--- config.mk ---
export PLATFORM = sky130hd
export DESIGN_NAME = exc_entry_top
export DESIGN_NICKNAME = d
export VERILOG_FILES = /design/src/rtl/exc_entry_pkg.sv /design/src/rtl/exc_detect.sv /design/src/rtl/exc_entry_calc.sv /design/src/rtl/exc_out_stage.sv /design/src/rtl/exc_entry_top.sv
export SDC_FILE = /design/constraint.sdc
export NUM_CORES = 1
export LEC_CHECK = 0
export BUFFER_PORTS_ARGS = -buffer_cell sky130_fd_sc_hd__buf_2
export CORE_MARGIN = 2
export CORE_UTILIZATION = 41
export DETAILED_ROUTE_END_ITERATION = 7
export PLACE_DENSITY = 0.82
export SYNTH_ARGS = -nofsm -noshare
export SYNTH_HDL_FRONTEND = slang
export SYNTH_SLANG_ARGS = --single-unit
export TNS_END_PERCENT = 1
--- constraint.sdc ---
create_clock -name clk -period 1.7 [get_ports clk]
set_input_delay 0.255 -clock clk [delete_from_list [all_inputs] [get_ports clk]]
set_output_delay 0.255 -clock clk [all_outputs]
set_load 0.05 [all_outputs]
--- src/rtl/exc_entry_pkg.sv ---
package exc_entry_pkg;
  localparam int XLEN = 32;
  localparam int FPW  = 5;

  // LSB-0 machine state bit positions
  localparam int MS_LE   = 0;
  localparam int MS_RI   = 1;
  localparam int MS_PFX  = 6;
  localparam int MS_FM1  = 8;
  localparam int MS_BTR  = 9;
  localparam int MS_STEP = 10;
  localparam int MS_FM0  = 11;
  localparam int MS_MCE  = 12;
  localparam int MS_ILE  = 16;
  localparam int FP_UNDER_EN = 2;

  localparam logic [XLEN-1:0] SRR1_CLR_MASK = 32'h783F_0000;

  typedef enum logic {KIND_TRACE = 1'b0, KIND_FPA = 1'b1} exc_kind_e;

  typedef struct packed {
    exc_kind_e       kind;
    logic [XLEN-1:0] vector;
    logic [XLEN-1:0] srr0;
    logic [XLEN-1:0] srr1;
    logic [XLEN-1:0] msr;
  } entry_rec_t;
endpackage

--- src/rtl/exc_detect.sv ---
module exc_detect
  import exc_entry_pkg::*;
(
  input  logic           step_en,
  input  logic           btr_en,
  input  logic           fm0,
  input  logic           fm1,
  input  logic           is_branch,
  input  logic           is_rfi,
  input  logic           faulted,
  input  logic [FPW-1:0] flags,
  input  logic [FPW-1:0] enables,
  input  logic           summary,
  input  logic           summary_by_move,
  input  logic           underflow,
  input  logic           denorm,
  output logic           trace_req,
  output logic           fpa_req
);
  logic step_hit, branch_hit, enabled_hit, under_hit;

  always_comb begin
    step_hit    = step_en && !is_rfi;
    branch_hit  = btr_en && is_branch;
    trace_req   = !faulted && (step_hit || branch_hit);
    enabled_hit = (|(flags & enables)) && summary && (fm0 || fm1) && !summary_by_move;
    under_hit   = underflow && !enables[FP_UNDER_EN];
    fpa_req     = enabled_hit || under_hit || denorm;
  end
endmodule

--- src/rtl/exc_entry_calc.sv ---
module exc_entry_calc
  import exc_entry_pkg::*;
#(
  parameter logic [XLEN-1:0] HI_BASE   = 32'hFFF0_0000,
  parameter logic [XLEN-1:0] TRACE_OFS = 32'h0000_0D00,
  parameter logic [XLEN-1:0] FPA_OFS   = 32'h0000_0E00
) (
  input  exc_kind_e       kind,
  input  logic [XLEN-1:0] msr,
  input  logic [XLEN-1:0] next_ea,
  output entry_rec_t      rec
);
  logic [XLEN-1:0] base, ofs, new_msr;

  always_comb begin
    base = msr[MS_PFX] ? HI_BASE : '0;
    ofs  = (kind == KIND_FPA) ? FPA_OFS : TRACE_OFS;
    new_msr          = '0;
    new_msr[MS_PFX]  = msr[MS_PFX];
    new_msr[MS_MCE]  = msr[MS_MCE];
    new_msr[MS_LE]   = msr[MS_ILE];
    rec.kind   = kind;
    rec.vector = base + ofs;
    rec.srr0   = next_ea;
    rec.srr1   = msr & ~SRR1_CLR_MASK;
    rec.msr    = new_msr;
  end
endmodule

--- src/rtl/exc_out_stage.sv ---
module exc_out_stage
  import exc_entry_pkg::*;
(
  input  logic       clk,
  input  logic       rst_n,
  input  logic       in_valid,
  output logic       in_ready,
  input  logic       in_take,
  input  entry_rec_t in_rec,
  output logic       out_valid,
  input  logic       out_ready,
  output entry_rec_t out_rec
);
  logic accept;

  assign in_ready = !out_valid || out_ready;
  assign accept   = in_valid && in_ready;

  always_ff @(posedge clk) begin
    if (!rst_n) begin
      out_valid <= 1'b0;
      out_rec   <= '0;
    end else if (accept) begin
      out_valid <= in_take;
      if (in_take) out_rec <= in_rec;
    end else if (out_ready) begin
      out_valid <= 1'b0;
    end
  end


  hold_stable_chk: assert property (@(posedge clk) disable iff (!rst_n)
    out_valid && !out_ready |=> out_valid && $stable(out_rec));
endmodule

--- src/rtl/exc_entry_top.sv ---
module exc_entry_top
  import exc_entry_pkg::*;
(
  input  logic        clk,
  input  logic        rst_n,
  input  logic        ret_valid,
  output logic        ret_ready,
  input  logic [31:0] ret_next_ea,
  input  logic        ret_is_branch,
  input  logic        ret_is_rfi,
  input  logic        ret_faulted,
  input  logic [4:0]  fp_flags,
  input  logic [4:0]  fp_enables,
  input  logic        fp_summary,
  input  logic        fp_summary_by_move,
  input  logic        fp_underflow,
  input  logic        fp_denorm,
  input  logic [31:0] msr_in,
  output logic        exc_valid,
  input  logic        exc_ready,
  output logic        exc_kind,
  output logic [31:0] exc_vector,
  output logic [31:0] exc_srr0,
  output logic [31:0] exc_srr1,
  output logic [31:0] exc_msr
);
  logic       trace_req, fpa_req, take;
  exc_kind_e  kind;
  entry_rec_t rec_next, rec_q;

  exc_detect u_detect (
    .step_en(msr_in[MS_STEP]), .btr_en(msr_in[MS_BTR]),
    .fm0(msr_in[MS_FM0]), .fm1(msr_in[MS_FM1]),
    .is_branch(ret_is_branch), .is_rfi(ret_is_rfi), .faulted(ret_faulted),
    .flags(fp_flags), .enables(fp_enables), .summary(fp_summary),
    .summary_by_move(fp_summary_by_move), .underflow(fp_underflow),
    .denorm(fp_denorm), .trace_req(trace_req), .fpa_req(fpa_req)
  );

  // FP assist wins over trace when both fire
  assign kind = fpa_req ? KIND_FPA : KIND_TRACE;
  assign take = trace_req || fpa_req;

  exc_entry_calc u_calc (
    .kind(kind), .msr(msr_in), .next_ea(ret_next_ea), .rec(rec_next)
  );

  exc_out_stage u_out (
    .clk(clk), .rst_n(rst_n),
    .in_valid(ret_valid), .in_ready(ret_ready),
    .in_take(take), .in_rec(rec_next),
    .out_valid(exc_valid), .out_ready(exc_ready), .out_rec(rec_q)
  );

  assign exc_kind   = rec_q.kind;
  assign exc_vector = rec_q.vector;
  assign exc_srr0   = rec_q.srr0;
  assign exc_srr1   = rec_q.srr1;
  assign exc_msr    = rec_q.msr;


  faulted_no_trace_chk: assert property (@(posedge clk) disable iff (!rst_n)
    ret_valid && ret_ready && ret_faulted && !fpa_req |=> !exc_valid);

  fpa_priority_chk: assert property (@(posedge clk) disable iff (!rst_n)
    ret_valid && ret_ready && fpa_req |=> exc_valid && exc_kind);

  vector_offset_chk: assert property (@(posedge clk) disable iff (!rst_n)
    exc_valid |-> exc_vector[11:0] == (exc_kind ? 12'hE00 : 12'hD00));

  srr1_cleared_chk: assert property (@(posedge clk) disable iff (!rst_n)
    exc_valid |-> (exc_srr1 & SRR1_CLR_MASK) == '0);

  msr_cleared_chk: assert property (@(posedge clk) disable iff (!rst_n)
    exc_valid |-> (exc_msr & ~32'h0000_1041) == '0);

  stall_ready_chk: assert property (@(posedge clk) disable iff (!rst_n)
    exc_valid && !exc_ready |-> !ret_ready);
endmodule

==> flow_results.xml, run 1 <==
<?xml version="1.0" encoding="UTF-8"?>
<metrics>
  <group name="routing">
    <metric name="detail_route.vias_per_cell" unit="">4.27</metric>
    <metric name="ant_nets" unit="">0</metric>
    <metric name="initialDrtViolationCount" unit="">61</metric>
    <metric name="wl" unit="um">5980</metric>
    <metric name="drc" unit="">0</metric>
    <metric name="routed-via-count" unit="">2414</metric>
    <metric name="first_pass_iters" unit="">4</metric>
    <metric name="routed_wire_length_per_instance" unit="um">10.6</metric>
  </group>
  <group name="status">
    <metric name="status" unit="">complete, no violations</metric>
  </group>
  <group name="clock_network">
    <metric name="worstSkewPairLatency" unit="ns">0.33</metric>
    <metric name="tritoncts" unit="">done</metric>
    <metric name="clkSinkCount" unit="">59</metric>
    <metric name="h-tree-depth" unit="">3</metric>
    <metric name="postCtsResizedCells" unit="">0</metric>
    <metric name="post-cts-setup-buffer-count" unit="">0</metric>
    <metric name="clk_pin_slew" unit="ns">0.07</metric>
    <metric name="cts_root_buf" unit="">sky130_fd_sc_hd__clkbuf_8</metric>
    <metric name="postCtsHoldBufs" unit="">0</metric>
    <metric name="cts_inserted_buffers" unit="">9</metric>
    <metric name="maximum_root_to_sink_buffer_count" unit="">2</metric>
  </group>
  <group name="yosys">
    <metric name="yosysWarnings" unit="">0</metric>
    <metric name="synth-async-reset-ratio" unit="%">0</metric>
    <metric name="post_synth_num_cell_types" unit="">21</metric>
    <metric name="yosysTopAreaCellShare" unit="%">40.5</metric>
    <metric name="syn_avg_cell_area" unit="um^2">8.69</metric>
    <metric name="dominant_cell_by_count_in_the_synthesized_netlist" unit="">sky130_fd_sc_hd__nand2_1</metric>
    <metric name="yosys.area.top_type" unit="">sky130_fd_sc_hd__dfxtp_1</metric>
    <metric name="synthesis.instances" unit="">336</metric>
    <metric name="synth_edf_count" unit="">0</metric>
    <metric name="syn_area" unit="um^2">2920</metric>
    <metric name="synth-seq-cells" unit="">59</metric>
    <metric name="synth.area.top_cells" unit="">sky130_fd_sc_hd__dfxtp_1, sky130_fd_sc_hd__buf_4, sky130_fd_sc_hd__mux2i_1</metric>
    <metric name="synth.cells.most_frequent" unit="">sky130_fd_sc_hd__nand2_1, sky130_fd_sc_hd__buf_4, sky130_fd_sc_hd__dfxtp_1, sky130_fd_sc_hd__mux2i_1, sky130_fd_sc_hd__clkbuf_1</metric>
    <metric name="synth_sequential_area_ratio" unit="%">40.5</metric>
    <metric name="most_used_dff_post_synth" unit="">sky130_fd_sc_hd__dfxtp_1</metric>
  </group>
  <group name="worst_hold_path">
    <metric name="worst_hold_path_type" unit="">in -&gt; reg</metric>
  </group>
  <group name="cells_and_area">
    <metric name="post_route_cells_drive_above_1_share" unit="%">36.6</metric>
    <metric name="layout.filler_cells" unit="">663</metric>
    <metric name="fin_util" unit="%">53.4</metric>
    <metric name="syn_to_final_growth" unit="%">24.9</metric>
    <metric name="final_cells" unit="">566</metric>
    <metric name="antenna_cells" unit="">0</metric>
    <metric name="finish.net_count" unit="">550</metric>
  </group>
  <group name="setup_path">
    <metric name="critPathArrivalTime" unit="ns">1.18</metric>
    <metric name="critPathSlowestCell" unit="">sky130_fd_sc_hd__dfxtp_1</metric>
    <metric name="critical_path_class" unit="">reg -&gt; out</metric>
    <metric name="critPathBufInv" unit="">1</metric>
    <metric name="worst_ep_required_time" unit="ns">1.44</metric>
    <metric name="crit_path_leading_delay_family" unit="">flip-flops</metric>
    <metric name="setup.worst_path.end_class" unit="">output pin</metric>
    <metric name="startpoint_type" unit="">register</metric>
    <metric name="cpPeakStageDelay" unit="ns">0.52</metric>
    <metric name="worst-path-max-fanout" unit="">15</metric>
    <metric name="worstPathCellList" unit="">buf_2</metric>
  </group>
  <group name="timing">
    <metric name="final.hold.worst_slack" unit="ns">0.163</metric>
    <metric name="post-route-min-period" unit="ns">1.44</metric>
    <metric name="timing.final.setup_violations" unit="">0</metric>
    <metric name="fin_skew" unit="ns">0.00662</metric>
    <metric name="max_clock_freq" unit="GHz">0.696</metric>
    <metric name="post-route-worst-setup-slack" unit="ns">0.264</metric>
    <metric name="final-max-slew-violation-count" unit="">0</metric>
    <metric name="finalHoldViolCount" unit="">0</metric>
    <metric name="timing.final.crit_share" unit="%">84.5</metric>
    <metric name="grt_setup_unrepaired" unit="">no</metric>
  </group>
  <group name="grt">
    <metric name="groute.usage.overall" unit="%">14.3</metric>
    <metric name="global_route.overflow_total" unit="">0</metric>
    <metric name="antenna_found_initial" unit="">0</metric>
    <metric name="via_count_of_the_first_global_routing_pass" unit="">2133</metric>
    <metric name="global_route_wire_length_before_repair" unit="um">8810</metric>
    <metric name="grt_start_max_net_pins" unit="">116</metric>
  </group>
  <group name="place">
    <metric name="routabilityCongestion" unit="">0.695</metric>
    <metric name="port_buffers" unit="">151</metric>
    <metric name="dpl.hpwl" unit="um">4590</metric>
    <metric name="placed_cells_incl_taps" unit="">550</metric>
    <metric name="placement.setup.worst_slack" unit="ns">-0.00927</metric>
  </group>
  <group name="floorplan">
    <metric name="ios" unit="">216</metric>
    <metric name="floorplan.rows" unit="">30</metric>
    <metric name="dieWidth" unit="um">88.4</metric>
    <metric name="die_height" unit="um">88.4</metric>
    <metric name="placeable_area" unit="um^2">6830</metric>
    <metric name="effective_utilization_at_floorplan" unit="%">42.7</metric>
    <metric name="dieArea" unit="um^2">7810</metric>
  </group>
  <group name="power_and_ir_drop">
    <metric name="p_per_area" unit="nW/um^2">1100</metric>
    <metric name="report.power.total" unit="mW">4.03</metric>
    <metric name="cell_leakage_power" unit="nW">1.98</metric>
    <metric name="max-vdd-ir-drop" unit="mV">0.619</metric>
  </group>
  <group name="job">
    <metric name="maximum_capacitance_violations" unit="">0</metric>
  </group>
</metrics>
-- cells in the final DEF, fill, tap and decap left out --
cell and count:
sky130_fd_sc_hd__a21oi_1 1, sky130_fd_sc_hd__nand2b_1 1, sky130_fd_sc_hd__nor2_1 1, sky130_fd_sc_hd__buf_2 150
sky130_fd_sc_hd__clkinv_2 2, sky130_fd_sc_hd__a222oi_1 1, sky130_fd_sc_hd__a22oi_1 1, sky130_fd_sc_hd__o22ai_1 1
sky130_fd_sc_hd__buf_12 3, sky130_fd_sc_hd__inv_6 1, sky130_fd_sc_hd__o21a_1 2, sky130_fd_sc_hd__nand4bb_1 1
sky130_fd_sc_hd__a2111o_1 1, sky130_fd_sc_hd__dfxtp_1 59, sky130_fd_sc_hd__nand2_1 113, sky130_fd_sc_hd__buf_4 1
sky130_fd_sc_hd__conb_1 55, sky130_fd_sc_hd__inv_1 4, sky130_fd_sc_hd__clkinvlp_4 2, sky130_fd_sc_hd__bufinv_16 1
sky130_fd_sc_hd__a21o_1 1, sky130_fd_sc_hd__clkbuf_8 10, sky130_fd_sc_hd__mux2i_1 55, sky130_fd_sc_hd__o211a_1 1
sky130_fd_sc_hd__a31oi_4 1, sky130_fd_sc_hd__nand2b_4 1
-- per-layer routing --
layer / routed length, um / GRT usage, % / vias up
met3: 509 / 4.10 / 9
met5: 0 / 0 / -
li1: - / - / 1200
met2: 3180 / 25.9 / 116
met4: 89 / 7.02 / 0
met1: 2200 / 15.2 / 1089
-- worst reg2reg max path, stage by stage, from the launching register on --
cell                       delay [ns]
sky130_fd_sc_hd__dfxtp_1         0.34
sky130_fd_sc_hd__nand2b_4        0.08
sky130_fd_sc_hd__nand2_1         0.10
sky130_fd_sc_hd__a31oi_4         0.23
sky130_fd_sc_hd__buf_12          0.25
sky130_fd_sc_hd__mux2i_1         0.25
-- stage by stage --
stage	cell area (um^2)	setup TNS, ns
global placement	3440	0
CTS	3650	0
detailed placement	3440	-0.00927
global route	3650	0
finish	3650	0
floorplan	3130	0
-- layout make-up --
| class | instances | area (um^2) | area share, % |
|---|---|---|---|
| multi-input combinational | 237 | 1310 | 35.9 |
| sequential | 59 | 1180 | 32.4 |
| timing repair buffer | 154 | 818 | 22.4 |
| clock buffer | 10 | 138 | 3.77 |
| tap | 96 | 120 | 3.29 |
| clock inverter | 6 | 63.8 | 1.75 |
| inverter | 4 | 15.0 | 0.412 |
-- cell families after synthesis --
| family | share of synthesized area, % |
|---|---|
| simple gates | 15.5 |
| compound gates | 2.91 |
| flops | 40.5 |
| mux | 18.9 |
| other cells | 0.128 |
| buf+inv | 22.2 |
-- registers in the layout, indices dropped and copies added (netlist names) --
register and count:
u_out.out_rec 58, u_out.out_valid 1
-- power by group --
part	switching (mW)	total [mW]	internal, mW	leakage, nW
combinational	0.943	1.22	0.275	1.40
clock	0.557	1.27	0.716	0.0987
sequential	0.0523	1.54	1.48	0.485
total	1.55	4.03	2.47	1.98
-- worst paths after layout --
check	from	endpoint	slack, ns	cells after the start
hold / removal	ret_next_ea[8]	u_out.out_rec[72]	0.16	3
setup / recovery	u_out.out_rec[38]	exc_vector[27]	0.26	1
hold reg to reg	u_out.out_rec[78]	u_out.out_rec[78]	0.46	2
setup reg to reg	u_out.out_valid	u_out.out_rec[80]	0.38	5
(Power assumes the default switching activity.)
==> run 2: changes to the inputs <==
==> constraint.sdc (replaced) <==
create_clock -name clk -period 1.5 [get_ports clk]
set_input_delay 0.225 -clock clk [delete_from_list [all_inputs] [get_ports clk]]
set_output_delay 0.225 -clock clk [all_outputs]
set_load 0.05 [all_outputs]
==> flow_results.xml, run 2 (synthesized netlist as in run 1, its figures left out) <==
<?xml version="1.0" encoding="UTF-8"?>
<metrics>
  <group name="routing">
    <metric name="detail_route.vias_per_cell" unit="">4.28</metric>
    <metric name="routed-via-count" unit="">2425</metric>
    <metric name="initialDrtViolationCount" unit="">55</metric>
    <metric name="routed_wire_length_per_instance" unit="um">10.7</metric>
    <metric name="first_pass_iters" unit="">4</metric>
    <metric name="wl" unit="um">6070</metric>
    <metric name="drc" unit="">0</metric>
    <metric name="ant_nets" unit="">0</metric>
  </group>
  <group name="clock_network">
    <metric name="clkSinkCount" unit="">59</metric>
    <metric name="postCtsResizedCells" unit="">0</metric>
    <metric name="cts_root_buf" unit="">sky130_fd_sc_hd__clkbuf_8</metric>
    <metric name="tritoncts" unit="">done</metric>
    <metric name="h-tree-depth" unit="">3</metric>
    <metric name="post-cts-setup-buffer-count" unit="">0</metric>
    <metric name="postCtsHoldBufs" unit="">0</metric>
    <metric name="cts_inserted_buffers" unit="">9</metric>
    <metric name="maximum_root_to_sink_buffer_count" unit="">2</metric>
    <metric name="clk_pin_slew" unit="ns">0.07</metric>
    <metric name="worstSkewPairLatency" unit="ns">0.32</metric>
  </group>
  <group name="place">
    <metric name="dpl-instance-area" unit="um^2">3470</metric>
    <metric name="dpl.hpwl" unit="um">4710</metric>
    <metric name="port_buffers" unit="">151</metric>
    <metric name="placed_cells_incl_taps" unit="">551</metric>
    <metric name="routabilityCongestion" unit="">0.720</metric>
  </group>
  <group name="cells_and_area">
    <metric name="regMostFlops" unit="">u_out.out_rec</metric>
    <metric name="top_regs" unit="">u_out.out_rec: 58 flops, u_out.out_valid: 1 flops</metric>
    <metric name="most-common-layout-cells" unit="">sky130_fd_sc_hd__buf_2, sky130_fd_sc_hd__nand2_1, sky130_fd_sc_hd__dfxtp_1</metric>
    <metric name="finish.net_count" unit="">551</metric>
    <metric name="antenna_cells" unit="">0</metric>
    <metric name="largest_register_ff_count" unit="">58</metric>
    <metric name="syn_to_final_growth" unit="%">24.6</metric>
    <metric name="final_cells" unit="">567</metric>
    <metric name="fin_util" unit="%">53.3</metric>
    <metric name="post_route_cells_drive_above_1_share" unit="%">36.7</metric>
    <metric name="final_common_cell" unit="">sky130_fd_sc_hd__buf_2</metric>
    <metric name="post-route-cell-area" unit="um^2">3640</metric>
  </group>
  <group name="grt">
    <metric name="groute.usage.overall" unit="%">14.6</metric>
    <metric name="grt_start_max_net_pins" unit="">57</metric>
    <metric name="met3_usage" unit="%">5.04</metric>
    <metric name="grtUsageMet1" unit="%">14.9</metric>
    <metric name="grt_busiest_layer" unit="">met2</metric>
    <metric name="globalRouteMet2Util" unit="%">26.4</metric>
    <metric name="antenna_found_initial" unit="">0</metric>
    <metric name="global_route.overflow_total" unit="">0</metric>
    <metric name="via_count_of_the_first_global_routing_pass" unit="">2105</metric>
    <metric name="global_route_wire_length_before_repair" unit="um">8870</metric>
  </group>
  <group name="timing">
    <metric name="grt_setup_unrepaired" unit="">no</metric>
    <metric name="final-max-slew-violation-count" unit="">0</metric>
    <metric name="max_clock_freq" unit="GHz">0.761</metric>
    <metric name="timing.final.crit_share" unit="%">87.6</metric>
    <metric name="fin_skew" unit="ns">0.00539</metric>
    <metric name="post-route-min-period" unit="ns">1.31</metric>
    <metric name="finalHoldViolCount" unit="">0</metric>
    <metric name="final.hold.worst_slack" unit="ns">0.138</metric>
    <metric name="timing.final.setup_violations" unit="">0</metric>
  </group>
  <group name="setup_path">
    <metric name="worst_ep_required_time" unit="ns">1.75</metric>
    <metric name="startpoint_type" unit="">input port</metric>
    <metric name="critical_path_class" unit="">in -&gt; reg</metric>
    <metric name="worst-path-max-fanout" unit="">30</metric>
    <metric name="setup.worst_path.end_class" unit="">register</metric>
    <metric name="critPathArrivalTime" unit="ns">1.57</metric>
  </group>
  <group name="power_and_ir_drop">
    <metric name="internal-power" unit="mW">2.64</metric>
    <metric name="seqPwrFrac" unit="%">39.8</metric>
    <metric name="switching_share" unit="%">39.6</metric>
    <metric name="power.clock.fraction" unit="%">28.4</metric>
    <metric name="cell_leakage_power" unit="nW">1.98</metric>
    <metric name="max-vdd-ir-drop" unit="mV">0.567</metric>
    <metric name="power_frac_comb" unit="%">31.7</metric>
    <metric name="p_per_area" unit="nW/um^2">1200</metric>
    <metric name="net-switching-power" unit="mW">1.73</metric>
  </group>
  <group name="floorplan">
    <metric name="ios" unit="">216</metric>
    <metric name="die_height" unit="um">88.4</metric>
    <metric name="dieArea" unit="um^2">7810</metric>
    <metric name="floorplan.rows" unit="">30</metric>
    <metric name="dieWidth" unit="um">88.4</metric>
    <metric name="placeable_area" unit="um^2">6830</metric>
    <metric name="effective_utilization_at_floorplan" unit="%">42.7</metric>
  </group>
  <group name="status">
    <metric name="status" unit="">complete, no violations</metric>
  </group>
  <group name="worst_hold_path">
    <metric name="worst_hold_path_type" unit="">in -&gt; reg</metric>
  </group>
  <group name="job">
    <metric name="maximum_capacitance_violations" unit="">0</metric>
  </group>
</metrics>
[run 2: changes by cell type in the layout (fill, tap and decap cells not counted), sizes merged]
cell / previous run / this run
clkinvlp: 2 / 1
inv: 5 / 4
clkbuf: 10 / 12
clkinv: 2 / 3
bufinv: 1 / 0
buf: 154 / 155
[run 2: power by group through the flow]
| stage | registers [mW] | logic [mW] | clock network, mW |
|---|---|---|---|
| final | 1.74 | 1.39 | 1.24 |
| after global placement | 1.77 | 1.38 | 0 |
| after floorplan | 2.17 | 0.860 | 0 |
| after CTS | 1.74 | 1.40 | 1.32 |
| after detailed placement | 1.78 | 1.40 | 0 |
| after global routing | 1.76 | 1.46 | 1.37 |
[run 2: through the flow]
| step | worst slack [ns] | TNS (ns) | power (mW) |
|---|---|---|---|
| after global placement | -0.106 | -5.57 | 3.15 |
| final | 0.185 | 0 | 4.37 |
| after global routing | 0.124 | 0 | 4.59 |
| after floorplan | -0.0110 | -0.110 | 3.03 |
| after detailed placement | -0.158 | -7.23 | 3.17 |
| after CTS | 0.0431 | 0 | 4.46 |
[run 2: worst paths after layout]
| kind | start | endpoint | slack [ns] | depth (start not counted) |
|---|---|---|---|---|
| max | fp_flags[0] | u_out.out_rec[89] | 0.19 | 6 |
| min | ret_next_ea[28] | u_out.out_rec[92] | 0.14 | 3 |
| max reg2reg | u_out.out_valid | u_out.out_rec[89] | 0.20 | 5 |
| min reg2reg | u_out.out_rec[40] | u_out.out_rec[40] | 0.45 | 2 |
[run 2: per-layer routing]
metal  vias up  routed length [um]
li1       1206                   -
met1      1093                2310
met2       116                3120
met3        10                 551
met4         0                  90
met5         -                   0
[run 2: final cells by class]
type / count / area [um^2]
Clock inverter: 4 / 26.3
Inverter: 4 / 15.0
Multi-Input combinational cell: 237 / 1310
Fill cell: 666 / 3190
Timing Repair Buffer: 155 / 838
Tap cell: 96 / 120
Clock buffer: 12 / 145
Sequential cell: 59 / 1180
[run 2: worst max-delay path, cell delays in order]
cell and delay [ns]:
sky130_fd_sc_hd__buf_2 0.08, sky130_fd_sc_hd__a22oi_1 0.07, sky130_fd_sc_hd__a2111o_1 0.46, sky130_fd_sc_hd__a31oi_4 0.22
sky130_fd_sc_hd__buf_12 0.26, sky130_fd_sc_hd__mux2i_1 0.22
==> run 3: changes to the inputs <==
--- a/config.mk
+++ b/config.mk
@@ -5,12 +5,13 @@
 export SDC_FILE = /design/constraint.sdc
 export NUM_CORES = 1
 export LEC_CHECK = 0
-export BUFFER_PORTS_ARGS = -buffer_cell sky130_fd_sc_hd__buf_2
 export CORE_MARGIN = 2
 export CORE_UTILIZATION = 41
 export DETAILED_ROUTE_END_ITERATION = 7
-export PLACE_DENSITY = 0.82
+export DONT_BUFFER_PORTS = 1
+export PLACE_DENSITY = 0.56
 export SYNTH_ARGS = -nofsm -noshare
 export SYNTH_HDL_FRONTEND = slang
+export SYNTH_HIERARCHICAL = 1
 export SYNTH_SLANG_ARGS = --single-unit
 export TNS_END_PERCENT = 1
==> constraint.sdc (replaced) <==
create_clock -name clk -period 1.4 [get_ports clk]
set_input_delay 0.21 -clock clk [delete_from_list [all_inputs] [get_ports clk]]
set_output_delay 0.21 -clock clk [all_outputs]
set_load 0.05 [all_outputs]
==> flow_results.xml, run 3 <==
<?xml version="1.0" encoding="UTF-8"?>
<metrics>
  <group name="timing">
    <metric name="timing.final.crit_share" unit="%">104</metric>
    <metric name="max_clock_freq" unit="GHz">0.684</metric>
    <metric name="timing.final.setup_violations" unit="">34</metric>
    <metric name="final.hold.worst_slack" unit="ns">-0.00941</metric>
    <metric name="post-route-min-period" unit="ns">1.46</metric>
    <metric name="worstMarginPinSlew" unit="ns">0.561</metric>
    <metric name="fin_skew" unit="ns">0.00657</metric>
    <metric name="grt_setup_unrepaired" unit="">yes</metric>
    <metric name="slew_headroom" unit="%">62.6</metric>
    <metric name="final-max-slew-violation-count" unit="">0</metric>
    <metric name="finalHoldViolCount" unit="">1</metric>
    <metric name="post-route-worst-setup-slack" unit="ns">-0.0611</metric>
  </group>
  <group name="grt">
    <metric name="via_count_of_the_first_global_routing_pass" unit="">4405</metric>
    <metric name="antenna_found_initial" unit="">0</metric>
    <metric name="met3_usage" unit="%">6.87</metric>
    <metric name="groute.usage.overall" unit="%">16.5</metric>
    <metric name="grt_start_max_net_pins" unit="">260</metric>
    <metric name="globalRouteMet2Util" unit="%">29.5</metric>
    <metric name="grt_busiest_layer" unit="">met2</metric>
    <metric name="global_route_wire_length_before_repair" unit="um">21100</metric>
    <metric name="global_route.overflow_total" unit="">0</metric>
    <metric name="grtUsageMet1" unit="%">16.3</metric>
  </group>
  <group name="yosys">
    <metric name="dominant_cell_by_count_in_the_synthesized_netlist" unit="">sky130_fd_sc_hd__nand2_1</metric>
    <metric name="synth.cells.most_frequent" unit="">sky130_fd_sc_hd__nand2_1, sky130_fd_sc_hd__buf_4, sky130_fd_sc_hd__dfxtp_1, sky130_fd_sc_hd__mux2i_1, sky130_fd_sc_hd__clkbuf_1</metric>
    <metric name="synth_edf_count" unit="">0</metric>
    <metric name="syn_avg_cell_area" unit="um^2">8.82</metric>
    <metric name="synth-seq-cells" unit="">130</metric>
    <metric name="most_used_dff_post_synth" unit="">sky130_fd_sc_hd__dfxtp_1</metric>
    <metric name="post_synth_num_cell_types" unit="">21</metric>
    <metric name="yosysTopAreaCellShare" unit="%">41.8</metric>
    <metric name="synth-async-reset-ratio" unit="%">0</metric>
    <metric name="syn_area" unit="um^2">6230</metric>
    <metric name="yosys.area.top_type" unit="">sky130_fd_sc_hd__dfxtp_1</metric>
    <metric name="synth.area.top_cells" unit="">sky130_fd_sc_hd__dfxtp_1, sky130_fd_sc_hd__mux2i_1, sky130_fd_sc_hd__buf_4</metric>
    <metric name="synthesis.instances" unit="">707</metric>
    <metric name="yosysWarnings" unit="">6</metric>
    <metric name="synth_sequential_area_ratio" unit="%">41.8</metric>
  </group>
  <group name="setup_path">
    <metric name="crit_path_leading_delay_family" unit="">compound AO/OA/AOI/OAI gates</metric>
    <metric name="setup.worst_path.end" unit="">u_out/out_rec[128]</metric>
    <metric name="critical_path_class" unit="">in -&gt; reg</metric>
    <metric name="r2r_setup_slack" unit="ns">-0.04</metric>
    <metric name="critPathBufInv" unit="">2</metric>
    <metric name="worst_ep_required_time" unit="ns">1.69</metric>
    <metric name="critPathArrivalTime" unit="ns">1.75</metric>
    <metric name="setup.worst_path.end_class" unit="">register</metric>
    <metric name="cell_with_the_most_instances_on_the_worst_path" unit="">sky130_fd_sc_hd__buf_4</metric>
    <metric name="r2r_end" unit="">u_out/out_rec[47]</metric>
    <metric name="critical_path_cell_count" unit="">9</metric>
    <metric name="reg2reg_from" unit="">u_out/out_valid</metric>
    <metric name="worstPathCellList" unit="">a222oi_1, nand2_1, a221o_1, or2_1, nand2_2, nor2b_4, buf_4, buf_4, mux2i_1</metric>
    <metric name="cpPeakStageDelay" unit="ns">0.31</metric>
    <metric name="worst_r2r_path_depth" unit="">4</metric>
    <metric name="worst-path-max-fanout" unit="">7</metric>
    <metric name="critPathSlowestCell" unit="">sky130_fd_sc_hd__a221o_1</metric>
    <metric name="timing.critical_path.from" unit="">fp_flags[2]</metric>
    <metric name="startpoint_type" unit="">input port</metric>
  </group>
  <group name="cells_and_area">
    <metric name="syn_to_final_growth" unit="%">22.1</metric>
    <metric name="regMostFlops" unit="">u_out/out_rec</metric>
    <metric name="fin_util" unit="%">50.6</metric>
    <metric name="largest_register_ff_count" unit="">129</metric>
    <metric name="area_of_the_multi_input_gates" unit="um^2">2580</metric>
    <metric name="final_common_cell" unit="">sky130_fd_sc_hd__nand2_1</metric>
    <metric name="top_regs" unit="">u_out/out_rec: 129 flops, u_out/out_valid: 1 flops</metric>
    <metric name="most-common-layout-cells" unit="">sky130_fd_sc_hd__nand2_1, sky130_fd_sc_hd__mux2i_1, sky130_fd_sc_hd__dfxtp_1</metric>
    <metric name="antenna_cells" unit="">0</metric>
    <metric name="seqCellArea" unit="um^2">2600</metric>
    <metric name="layout.filler_cells" unit="">1291</metric>
    <metric name="post_route_cells_drive_above_1_share" unit="%">9.20</metric>
    <metric name="finish.net_count" unit="">855</metric>
  </group>
  <group name="job">
    <metric name="maximum_capacitance_violations" unit="">0</metric>
  </group>
  <group name="clock_network">
    <metric name="clk_pin_slew" unit="ns">0.06</metric>
    <metric name="tritoncts" unit="">done</metric>
    <metric name="clkSinkCount" unit="">130</metric>
    <metric name="cts_inserted_buffers" unit="">17</metric>
    <metric name="worstSkewPairLatency" unit="ns">0.41</metric>
    <metric name="cts_root_buf" unit="">sky130_fd_sc_hd__clkbuf_16</metric>
    <metric name="maximum_root_to_sink_buffer_count" unit="">2</metric>
    <metric name="h-tree-depth" unit="">4</metric>
  </group>
  <group name="worst_hold_path">
    <metric name="worst_hold_path_type" unit="">in -&gt; reg</metric>
  </group>
  <group name="floorplan">
    <metric name="dieArea" unit="um^2">16200</metric>
    <metric name="ios" unit="">216</metric>
    <metric name="dieWidth" unit="um">127</metric>
    <metric name="floorplan.rows" unit="">45</metric>
    <metric name="effective_utilization_at_floorplan" unit="%">41.5</metric>
    <metric name="die_height" unit="um">127</metric>
    <metric name="placeable_area" unit="um^2">15000</metric>
  </group>
  <group name="routing">
    <metric name="first_pass_iters" unit="">5</metric>
    <metric name="initialDrtViolationCount" unit="">174</metric>
    <metric name="routed_wire_length_per_instance" unit="um">14.4</metric>
    <metric name="detail_route.vias_per_cell" unit="">4.58</metric>
    <metric name="drc" unit="">0</metric>
    <metric name="ant_nets" unit="">0</metric>
    <metric name="routed-via-count" unit="">4443</metric>
    <metric name="wl" unit="um">14000</metric>
  </group>
  <group name="power_and_ir_drop">
    <metric name="p_per_area" unit="nW/um^2">1400</metric>
    <metric name="cell_leakage_power" unit="nW">3.21</metric>
    <metric name="max-vdd-ir-drop" unit="mV">0.760</metric>
  </group>
  <group name="place">
    <metric name="port_buffers" unit="">0</metric>
    <metric name="dpl.hpwl" unit="um">7330</metric>
    <metric name="routabilityCongestion" unit="">0.714</metric>
  </group>
  <group name="status">
    <metric name="status" unit="">finished with violations</metric>
    <metric name="failed_checks" unit="">negative hold slack, negative setup slack</metric>
  </group>
</metrics>
## run 3: metrics by stage
stage / total power, mW / std cells / setup slack, ns / area [um^2] / setup TNS, ns
after floorplan: 6.08 / 762 / -0.483 / 6440 / -57.86
after global placement: 5.90 / 812 / -0.435 / 5730 / -52.30
after detailed placement: 5.94 / 812 / -0.462 / 5730 / -51.50
after CTS: 10.7 / 970 / -0.0394 / 7580 / -0.284
after global routing: 11.0 / 971 / -0.132 / 7610 / -5.90
final: 10.6 / 971 / -0.0611 / 7610 / -0.598
## run 3: what timing repair did
action                                  CTS  global route
hold buffers                            125             1
buffers inserted                          1             0
endpoints found under the setup margin   53           124
resized for setup                         1             1
endpoints found under the hold margin   126            47
## run 3: worst min-delay path by stage
stage | start | to | slack (ns) | cells past startpoint
final | rst_n | u_out/out_rec[94] | -0.009 | 2
after global routing | ret_next_ea[10] | u_out/out_rec[74] | 0.01 | 2
after CTS | rst_n | u_out/out_rec[42] | -0.07 | 2
after detailed placement | msr_in[6] | u_out/out_rec[126] | 0.36 | 2
after global placement | msr_in[12] | u_out/out_rec[44] | 0.35 | 2
after floorplan | ret_valid | u_out/out_valid | 0.39 | 2
## run 3: kinds of logic after synthesis
group	after synthesis	synth area share [%]
AND/OR/NAND/NOR	267	16.5
flip-flops	130	41.8
AO/OA/AOI/OAI	5	0.642
other	2	0.121
multiplexers	129	20.7
buffers and inverters	174	20.2
## run 3: layout make-up
class                      instances  share of cell area (%)
sequential                       130                    34.2
multi-input combinational        458                    34.0
timing repair buffer             161                    20.8
clock buffer                      18                    5.64
tap                              188                    3.09
clock inverter                    14                    2.17
inverter                           2                  0.0987
## run 3: where the power goes
part	leakage, nW	total (mW)	switching, mW	internal (mW)
Clock	0.289	4.42	1.63	2.79
Combinational	1.85	1.27	0.635	0.634
Sequential	1.07	4.92	0.952	3.97
## run 3: routing by layer
| layer | share of wire [%] | routed length, um |
|---|---|---|
| met3 | 7.7 | 1080 |
| met5 | 0 | 0 |
| met1 | 39 | 5500 |
| met4 | 2.6 | 359 |
| met2 | 50 | 7060 |
